## src/rtl/sched_walk_pkg.sv

```systemverilog
// Shared types of the schedule walker.
// Assumes: nothing beyond the IEEE 1800-2017 language.
package sched_walk_pkg;
    typedef enum logic [2:0] {
        ST_IDLE,
        ST_LIST_RD,
        ST_PER_RUN,
        ST_PER_LINK,
        ST_ASY_RUN,
        ST_ASY_LINK
    } walk_state_e;
endpackage

```

## src/rtl/sched_fl_addr.sv

```systemverilog
// Builds the frame pointer array element address from the upper base bits
// and the frame index field. The result is always dword aligned.
// Assumes: IDX_FIELD_W + 2 == PAGE_LSB, so the pieces fill ADDR_W exactly.
module sched_fl_addr #(
    parameter int ADDR_W   = 32,
    parameter int PAGE_LSB = 12,
    localparam int IDX_FIELD_W = PAGE_LSB - 2
) (
    input  logic [ADDR_W-PAGE_LSB-1:0] base_hi_i,
    input  logic [IDX_FIELD_W-1:0]     idx_field_i,
    output logic [ADDR_W-1:0]          addr_o
);
    // concatenate the base page, the index field and a zero byte offset
    always_comb begin
        addr_o = {base_hi_i, idx_field_i, 2'b00};
    end
endmodule

```

## src/rtl/sched_link_dec.sv

```systemverilog
// Splits a pointer word into its terminate flag and its aligned target address.
// Assumes: bit 0 is the terminate flag; bits below ALIGN_BITS carry no address.
module sched_link_dec #(
    parameter int ADDR_W     = 32,
    parameter int ALIGN_BITS = 5
) (
    input  logic [ADDR_W-1:0] ptr_i,
    output logic              term_o,
    output logic [ADDR_W-1:0] addr_o
);
    logic ptr_unused;
    assign ptr_unused = ^ptr_i[ALIGN_BITS-1:1];

    // pick the flag and clear the low address bits
    always_comb begin
        term_o = ptr_i[0];
        addr_o = {ptr_i[ADDR_W-1:ALIGN_BITS], {ALIGN_BITS{1'b0}}};
    end
endmodule

```

## src/rtl/sched_walk_fsm.sv

```systemverilog
// Sequencer of the walk: frame element read, periodic run/link steps, then
// asynchronous run/link steps, with end-of-micro-frame stop at descriptor bounds.
// Assumes: pointer words arrive decoded (flag + aligned address) from outside.
module sched_walk_fsm
    import sched_walk_pkg::*;
#(
    parameter int ADDR_W = 32
) (
    input  logic              clk,
    input  logic              rst_n,
    input  logic              per_en_i,
    input  logic              async_en_i,
    input  logic              uf_start_i,
    input  logic              uf_end_i,
    input  logic [ADDR_W-1:0] fl_addr_i,
    input  logic              head_term_i,
    input  logic [ADDR_W-1:0] head_addr_i,
    input  logic              rd_valid_i,
    input  logic              rd_term_i,
    input  logic [ADDR_W-1:0] rd_next_i,
    input  logic              exec_done_i,
    output logic              rd_req_o,
    output logic [ADDR_W-1:0] rd_addr_o,
    output logic              exec_valid_o,
    output logic [ADDR_W-1:0] exec_addr_o,
    output logic              exec_async_o
);
    walk_state_e       state_q, state_d;
    logic [ADDR_W-1:0] fl_addr_q;
    logic [ADDR_W-1:0] cur_q, cur_d;
    logic              stop_q;
    logic              stop_now;
    logic              rd_fire;
    logic              ex_fire;

    // handshake completions and the pending stop condition
    always_comb begin
        rd_req_o     = (state_q == ST_LIST_RD) || (state_q == ST_PER_LINK) ||
                       (state_q == ST_ASY_LINK);
        exec_valid_o = (state_q == ST_PER_RUN) || (state_q == ST_ASY_RUN);
        exec_async_o = (state_q == ST_ASY_RUN);
        rd_addr_o    = (state_q == ST_LIST_RD) ? fl_addr_q : cur_q;
        exec_addr_o  = cur_q;
        rd_fire      = rd_req_o && rd_valid_i;
        ex_fire      = exec_valid_o && exec_done_i;
        stop_now     = stop_q || uf_end_i;
    end

    // next-state and next-descriptor selection
    always_comb begin
        state_d = state_q;
        cur_d   = cur_q;
        unique case (state_q)
            ST_IDLE: begin
                if (uf_start_i) begin
                    if (per_en_i) begin
                        state_d = ST_LIST_RD;
                    end else if (async_en_i && !head_term_i) begin
                        state_d = ST_ASY_RUN;
                        cur_d   = head_addr_i;
                    end
                end
            end
            ST_LIST_RD, ST_PER_LINK: begin
                if (rd_fire) begin
                    if (stop_now) begin
                        state_d = ST_IDLE;
                    end else if (!rd_term_i) begin
                        state_d = ST_PER_RUN;
                        cur_d   = rd_next_i;
                    end else if (async_en_i && !head_term_i) begin
                        state_d = ST_ASY_RUN;
                        cur_d   = head_addr_i;
                    end else begin
                        state_d = ST_IDLE;
                    end
                end
            end
            ST_PER_RUN: begin
                if (ex_fire) state_d = stop_now ? ST_IDLE : ST_PER_LINK;
            end
            ST_ASY_RUN: begin
                if (ex_fire) state_d = stop_now ? ST_IDLE : ST_ASY_LINK;
            end
            ST_ASY_LINK: begin
                if (rd_fire) begin
                    if (stop_now || rd_term_i) begin
                        state_d = ST_IDLE;
                    end else begin
                        state_d = ST_ASY_RUN;
                        cur_d   = rd_next_i;
                    end
                end
            end
            default: state_d = ST_IDLE;
        endcase
    end

    // state, descriptor pointer, captured element address and stop flag
    always_ff @(posedge clk) begin
        if (!rst_n) begin
            state_q   <= ST_IDLE;
            cur_q     <= '0;
            fl_addr_q <= '0;
            stop_q    <= 1'b0;
        end else begin
            state_q <= state_d;
            cur_q   <= cur_d;
            if (state_q == ST_IDLE && uf_start_i) fl_addr_q <= fl_addr_i;
            if (state_q == ST_IDLE)               stop_q    <= 1'b0;
            else if (uf_end_i)                    stop_q    <= 1'b1;
        end
    end

    // a waiting read keeps its request and address
    p_rd_hold_r9: assert property (@(posedge clk) disable iff (!rst_n)
        rd_req_o && !rd_valid_i |=> rd_req_o && $stable(rd_addr_o));

    // a waiting execute keeps its descriptor
    p_exec_hold_r9: assert property (@(posedge clk) disable iff (!rst_n)
        exec_valid_o && !exec_done_i |=>
            exec_valid_o && $stable(exec_addr_o) && $stable(exec_async_o));

    // memory and execute sides are never busy together
    p_one_side_r9: assert property (@(posedge clk) disable iff (!rst_n)
        !(rd_req_o && exec_valid_o));

    // a periodic micro-frame opens with a read of the built element address
    p_fl_addr_r2: assert property (@(posedge clk) disable iff (!rst_n)
        state_q == ST_IDLE && uf_start_i && per_en_i |=>
            rd_req_o && rd_addr_o == $past(fl_addr_i));

    // with the periodic list off the first step is the asynchronous head
    p_per_off_r7: assert property (@(posedge clk) disable iff (!rst_n)
        state_q == ST_IDLE && uf_start_i && !per_en_i && async_en_i && !head_term_i |=>
            exec_valid_o && exec_async_o && exec_addr_o == $past(head_addr_i));

    // a terminated periodic pointer leads straight to an asynchronous descriptor
    p_handover_r6: assert property (@(posedge clk) disable iff (!rst_n)
        rd_fire && !exec_async_o && state_q != ST_ASY_LINK && rd_term_i && !stop_now &&
        async_en_i && !head_term_i |=> exec_valid_o && exec_async_o);

    // a stop at an execute boundary leaves nothing running
    p_stop_r10: assert property (@(posedge clk) disable iff (!rst_n)
        ex_fire && stop_now |=> !rd_req_o && !exec_valid_o);
endmodule

```

## src/rtl/sched_walker.sv

```systemverilog
// Top of the micro-frame schedule walker: element address builder, two pointer
// decoders (read data and asynchronous head) and the walk sequencer.
// Assumes: IDX_W > PAGE_LSB + 1 so the index has unused bits above the field.
module sched_walker #(
    parameter int ADDR_W     = 32,
    parameter int IDX_W      = 14,
    parameter int PAGE_LSB   = 12,
    parameter int LINK_ALIGN = 5
) (
    input  logic              clk,
    input  logic              rst_n,
    input  logic [ADDR_W-1:0] per_base_i,
    input  logic [IDX_W-1:0]  frame_idx_i,
    input  logic              per_en_i,
    input  logic              async_en_i,
    input  logic [ADDR_W-1:0] async_head_i,
    input  logic              uframe_start_i,
    input  logic              uframe_end_i,
    output logic              rd_req_o,
    output logic [ADDR_W-1:0] rd_addr_o,
    input  logic              rd_valid_i,
    input  logic [ADDR_W-1:0] rd_data_i,
    output logic              exec_valid_o,
    output logic [ADDR_W-1:0] exec_addr_o,
    output logic              exec_async_o,
    input  logic              exec_done_i
);
    localparam int IDX_FIELD_W = PAGE_LSB - 2;

    logic [ADDR_W-1:0] fl_addr;
    logic              rd_term;
    logic [ADDR_W-1:0] rd_next;
    logic              head_term;
    logic [ADDR_W-1:0] head_addr;
    logic              cfg_unused;

    assign cfg_unused = ^{per_base_i[PAGE_LSB-1:0], frame_idx_i[2:0],
                          frame_idx_i[IDX_W-1:PAGE_LSB+1]};

    sched_fl_addr #(
        .ADDR_W   (ADDR_W),
        .PAGE_LSB (PAGE_LSB)
    ) u_fl_addr (
        .base_hi_i   (per_base_i[ADDR_W-1:PAGE_LSB]),
        .idx_field_i (frame_idx_i[IDX_FIELD_W+2:3]),
        .addr_o      (fl_addr)
    );

    sched_link_dec #(
        .ADDR_W     (ADDR_W),
        .ALIGN_BITS (LINK_ALIGN)
    ) u_rd_dec (
        .ptr_i  (rd_data_i),
        .term_o (rd_term),
        .addr_o (rd_next)
    );

    sched_link_dec #(
        .ADDR_W     (ADDR_W),
        .ALIGN_BITS (LINK_ALIGN)
    ) u_head_dec (
        .ptr_i  (async_head_i),
        .term_o (head_term),
        .addr_o (head_addr)
    );

    sched_walk_fsm #(
        .ADDR_W (ADDR_W)
    ) u_fsm (
        .clk          (clk),
        .rst_n        (rst_n),
        .per_en_i     (per_en_i),
        .async_en_i   (async_en_i),
        .uf_start_i   (uframe_start_i),
        .uf_end_i     (uframe_end_i),
        .fl_addr_i    (fl_addr),
        .head_term_i  (head_term),
        .head_addr_i  (head_addr),
        .rd_valid_i   (rd_valid_i),
        .rd_term_i    (rd_term),
        .rd_next_i    (rd_next),
        .exec_done_i  (exec_done_i),
        .rd_req_o     (rd_req_o),
        .rd_addr_o    (rd_addr_o),
        .exec_valid_o (exec_valid_o),
        .exec_addr_o  (exec_addr_o),
        .exec_async_o (exec_async_o)
    );
endmodule

```

## config.mk

```make
export PLATFORM = sky130hd
export DESIGN_NAME = sched_walker
export DESIGN_NICKNAME = d
export VERILOG_FILES = /design/src/rtl/sched_walk_pkg.sv /design/src/rtl/sched_fl_addr.sv /design/src/rtl/sched_link_dec.sv /design/src/rtl/sched_walk_fsm.sv /design/src/rtl/sched_walker.sv
export SDC_FILE = /design/constraint.sdc
export NUM_CORES = 1
export LEC_CHECK = 0
export BUFFER_PORTS_ARGS = -buffer_cell sky130_fd_sc_hd__buf_4
export CAP_MARGIN = 20
export CORE_ASPECT_RATIO = 0.5
export CORE_MARGIN = 8
export CORE_UTILIZATION = 33
export CTS_BUF_LIST = sky130_fd_sc_hd__clkbuf_4
export CTS_CLUSTER_DIAMETER = 50
export DETAILED_ROUTE_END_ITERATION = 16
export GPL_ROUTABILITY_DRIVEN = 0
export PLACE_DENSITY = 0.63
export SLEW_MARGIN = 20
export SYNTH_ARGS = -nofsm -noshare
export SYNTH_HDL_FRONTEND = slang
export SYNTH_SLANG_ARGS = --single-unit
export TNS_END_PERCENT = 30
```

## constraint.sdc

```tcl
create_clock -name clk -period 1.9 [get_ports clk]
set_clock_uncertainty 0.2 [all_clocks]
set_input_delay 0.19 -clock clk [delete_from_list [all_inputs] [get_ports clk]]
set_output_delay 0.19 -clock clk [all_outputs]
set_load 0.02 [all_outputs]
```

# Yosys cells after proc, flatten, opt, wreduce, memory -nomap -nowiden
# Cells that the tools add are included.
# totals
ff_bits	66
output_inout_bits	67
# classes
n_eq_ne	14
muxes	24
n_bitwise	1
reduce_logical	16
# ops
operator	n
$mux W32	9
$pmux W32 S3	1
$mux W3	12
$pmux W3 S5	1
$ne A2 B1 Y1 const B	4
$ne A2 B2 Y1 const B	4
$reduce_and A7 Y1	1
$eq A3 B2 Y1 const B	2
$eq A3 B3 Y1 const B	2
$reduce_and A6 Y1	1
$logic_or A1 B1 Y1	5
$logic_and A1 B1 Y1	4
$reduce_or A2 Y1	2
$eq A3 B1 Y1 const B	1
$logic_not A3 Y1	1
$ne A3 B2 Y1 const B	1
$reduce_bool A3 Y1	1
$mux W2	1
$logic_not A1 Y1	1
$not A1 Y1	1

# Logic depth before layout (Yosys ltp)
# depth
word_depth	7
mapped_depth	6

# By module
# A second synthesis with hierarchy kept.
# hier_totals
cells_unflattened	547
area_unflattened_um2	4695.8
# by_module_without_submodules
module	instances	cells_each	area_each_um2	seq_area_each_um2
sched_walk_fsm	1	446	3948.8	1361.3
sched_link_dec	2	34	251.5	0.0
sched_fl_addr	1	33	244.0	0.0

# Least setup slack after synthesis
# Ideal clock, no wire load.
# synth_path
path_kind	register -> output
start	register u_fsm.state_q[2]
end	output port rd_addr_o[10]
t_arrival_ns	1.515
required_ns	1.510
path_slack_ns	-0.005
stages_incl_launch_ff	5
path_buffers	2
path_cell_list	dfxtp_1 -> clkbuf_1 -> nor3b_2 -> buf_2 -> mux2_1
# synth_between
elab_chain_cells	2
# synth_lines
element	line	rtl
from (decl)	sched_walk_fsm.sv:28	walk_state_e state_q, state_d;
from (signal assigned)	sched_walk_fsm.sv:107	state_q <= state_d;
$eq A3 B1 Y1	sched_walk_fsm.sv:42	rd_addr_o = (state_q == ST_LIST_RD) ? fl_addr_q : cur_q;
$mux W32	sched_walk_fsm.sv:42	
to (decl)	sched_walker.sv:20	output logic [ADDR_W-1:0] rd_addr_o,
# No other way between the ends.

# Worst setup path in the final report
# layout_path
start	register u_fsm.state_q[0]
end	output port rd_addr_o[30]
# Same word-level chain as after synthesis.

==> reports/results.ini <==
[critical_path]
path_max_fanout = 6
end_kind = output port
crit_required_ps = 1510
reg2reg_slack_ps = -90
cp.arrival_ps = 1890
endpoint = rd_addr_o[30]
critPathLaunch = u_fsm.state_q[0]
crit_chain = buf_6 -> nor3b_4 -> buf_4 -> buf_16 -> mux2_4 -> buf_6
cp_top_family = buffers and inverters
crit_slowest_cell = dfxtp_2
reg2reg_to = u_fsm.state_q[0]
crit_top_cell = buf_6
max_stage_delay_ps = 350
critPathLaunchType = flop
critPathKind = reg -> out
path_buf_inv = 4
critical_path_depth = 6
reg2reg_from = u_fsm.state_q[1]
reg2reg_depth = 7

[cts]
h-tree-depth = 3
cts_root_buf = clkbuf_4
path_clk_slew_ps = 110
clockBufferDepth = 2
clk_latency_ps = 410
cts_tree = built
cts_buffers = 9
cts.sinks = 66

[synthesis]
yosysWarnings = 0
synthMuxAreaShare_pct = 18.2
syn_avg_cell_area_um2 = 8.37
synth_cell_types = 37
async_flop_share_pct = 0
yosysSeqAreaShare_pct = 38.3
syn_inst = 412
yosysMostFrequentCell = nand2_1
yosys.area_share.simple_pct = 20.3
syn-cell-area_um2 = 3450
synth_compound_area_share_pct = 17.8
synth_edf_count = 0
synthesis.nets = 530
synth_top_flop_cell = dfxtp_1
yosys-top-cells-area = dfxtp_1 38%, mux2_1 9.8%, nand2_1 9.8%
synth_fa_ha_area_share_pct = 0
netlist.top_cell.by_area = dfxtp_1
ys_seq_elements = 66
synth_top_family_by_area = simple AND/OR/NAND/NOR gates
synth-xor-area-share_pct = 0
synth_top_cell_area_share_pct = 38.3
yosys-top-cells-count = 90 x nand2_1, 66 x dfxtp_1, 34 x a21oi_1, 32 x and3_1, 30 x mux2_1

[timing]
finalSetupViolations = 66
hold_viol_final = 0
period_share_pct = 120
hold_ws_ps = 24.2
timing.fmax_ghz = 0.439
slew_headroom_pct = 74.8
rsz0062_at_grt = yes
drv_slew = 0
fin_tns_setup_ps = -12160
min_period_ps = 2280
finalWorstSetupSlack_ps = -379
tightest_slew_ps = 374

[place]
detailed_place_hpwl_um = 8680
dp_slack_ps = -53.0
placed_cell_area_um2 = 4930
port_buffers = 160

[finish]
area_delta_synth_final_pct = 77.4
drive_above_1_share_pct = 39.6
finalInstanceArea_um2 = 6120
nets = 754

[pwr]
ir_worst_vdd_mv = 0.439
p_leak_nw = 2.90
power_w = 0.00507
power_density_nw_per_um2 = 829

[global_routing]
grt_util_all_layers_pct = 18.2
grt_pass1_wl_um = 20400
grt_antenna_before_repair = 0
grt_max_degree = 56
grt_overflow = 0
grt_pass1_vias = 3769

[detailed_routing]
drt_pass1_iterations = 4
drt-initial-drc-count = 254
vias = 3768
ant_nets = 0
drc = 0
wl_um = 13400
routed_via_density = 4.82
wl_per_cell_um = 17.1

[floorplanning]
ioPinCount = 185
num_rows = 26
core_um2 = 10200
fp.dieArea_um2 = 14200
initial_core_util_pct = 33.9
die_y_um = 88.3
die_x_um = 161

[run]
cap_violations = 0

[worst_hold_path]
hp-class = in -> reg

[run_status]
violations = setup timing
outcome = finished with violations

-- report_power, final --
part	switching (W)	internal (W)
Clock	0.000537	0.000541
Combinational	0.00114	0.00118
Sequential	0.000119	0.00155
Total	0.00180	0.00327
-- cells by family (layout without fill, tap and decap cells) --
family                 count (synthesis)  in the layout
AND/OR/NAND/NOR                      147            147
AO/OA/AOI/OAI                        100            100
flip-flops                            66             66
multiplexers                          59             59
buffers and inverters                 40            269
other                                  0              1
-- worst register-to-register path, stage by stage, from the launching register on --
cell	delay (ps)
dfxtp_2	350
buf_6	100
buf_4	150
nor3_1	50
buf_4	150
a32oi_1	360
nand2_1	100
o41ai_1	400
-- worst min-delay path by stage --
stage                            end  slack [ps]  cells past startpoint                start
2_1_floorplan    u_fsm.fl_addr_q[10]         130                      2      frame_idx_i[11]
6_report       u_fsm.exec_addr_o[12]          20                      4        rd_data_i[12]
3_3_place_gp     u_fsm.fl_addr_q[10]         240                      3      frame_idx_i[11]
4_1_cts         u_fsm.exec_addr_o[7]           2                      4      async_head_i[7]
3_5_place_dp     u_fsm.fl_addr_q[15]         240                      2  u_fsm.fl_addr_q[15]
5_1_grt        u_fsm.exec_addr_o[10]           2                      4        rd_data_i[10]
-- layer usage --
| metal | up-vias | share of wire (%) | global-route usage [%] |
|---|---|---|---|
| met1 | 1775 | 42 | 21.2 |
| met4 | 0 | 1.8 | 5.81 |
| met2 | 89 | 52 | 32.8 |
| li1 | 1884 | - | - |
| met3 | 20 | 4.7 | 4.60 |
| met5 | - | 0 | 0 |
-- registers in the layout (all words and copies together), names as in the netlist --
name and count:
u_fsm.state_q 3, u_fsm.fl_addr_q 30, u_fsm.exec_addr_o 32, u_fsm.stop_q 1
-- layout make-up --
| cell class | count | area (um2) |
|---|---|---|
| sequential | 66 | 1330 |
| clock inverter | 6 | 81.3 |
| timing repair buffer | 250 | 2310 |
| antenna | 1 | 2.50 |
| fill | 883 | 4070 |
| multi-input combinational | 306 | 2140 |
| inverter | 3 | 11.3 |
| tap | 140 | 175 |
| clock buffer | 10 | 75.1 |
-- layout by cell type (no fill, tap or decap), types with 3 or more instances in the layout --
| cell type | instances |
|---|---|
| a21boi_0 | 27 |
| a21oi_1 | 32 |
| and3_1 | 31 |
| buf_12 | 6 |
| buf_16 | 3 |
| buf_4 | 146 |
| buf_6 | 37 |
| clkbuf_4 | 10 |
| clkinv_1 | 3 |
| dfxtp_1 | 63 |
| dlygate4sd3_1 | 56 |
| mux2_4 | 30 |
| mux2i_1 | 29 |
| nand2_1 | 90 |
| nand2b_1 | 3 |
| nor2_1 | 3 |
| nor2b_1 | 4 |
| nor3_1 | 3 |
| o21ai_0 | 27 |
-- per-stage QoR --
stage	std cells	util [%]
finish	782	60.1
global route	781	60.0
CTS	782	59.6
detailed placement	699	48.4
global placement	699	48.4
floorplan	412	-
-- timing repair --
action,CTS,global route
endpoints found under the setup margin,67,69
buffers inserted,8,0
cloned,3,0
endpoints found under the hold margin,53,0
hold buffers,56,0
resized for setup,77,14
pin swaps,5,2
(Power assumes the default switching activity.)
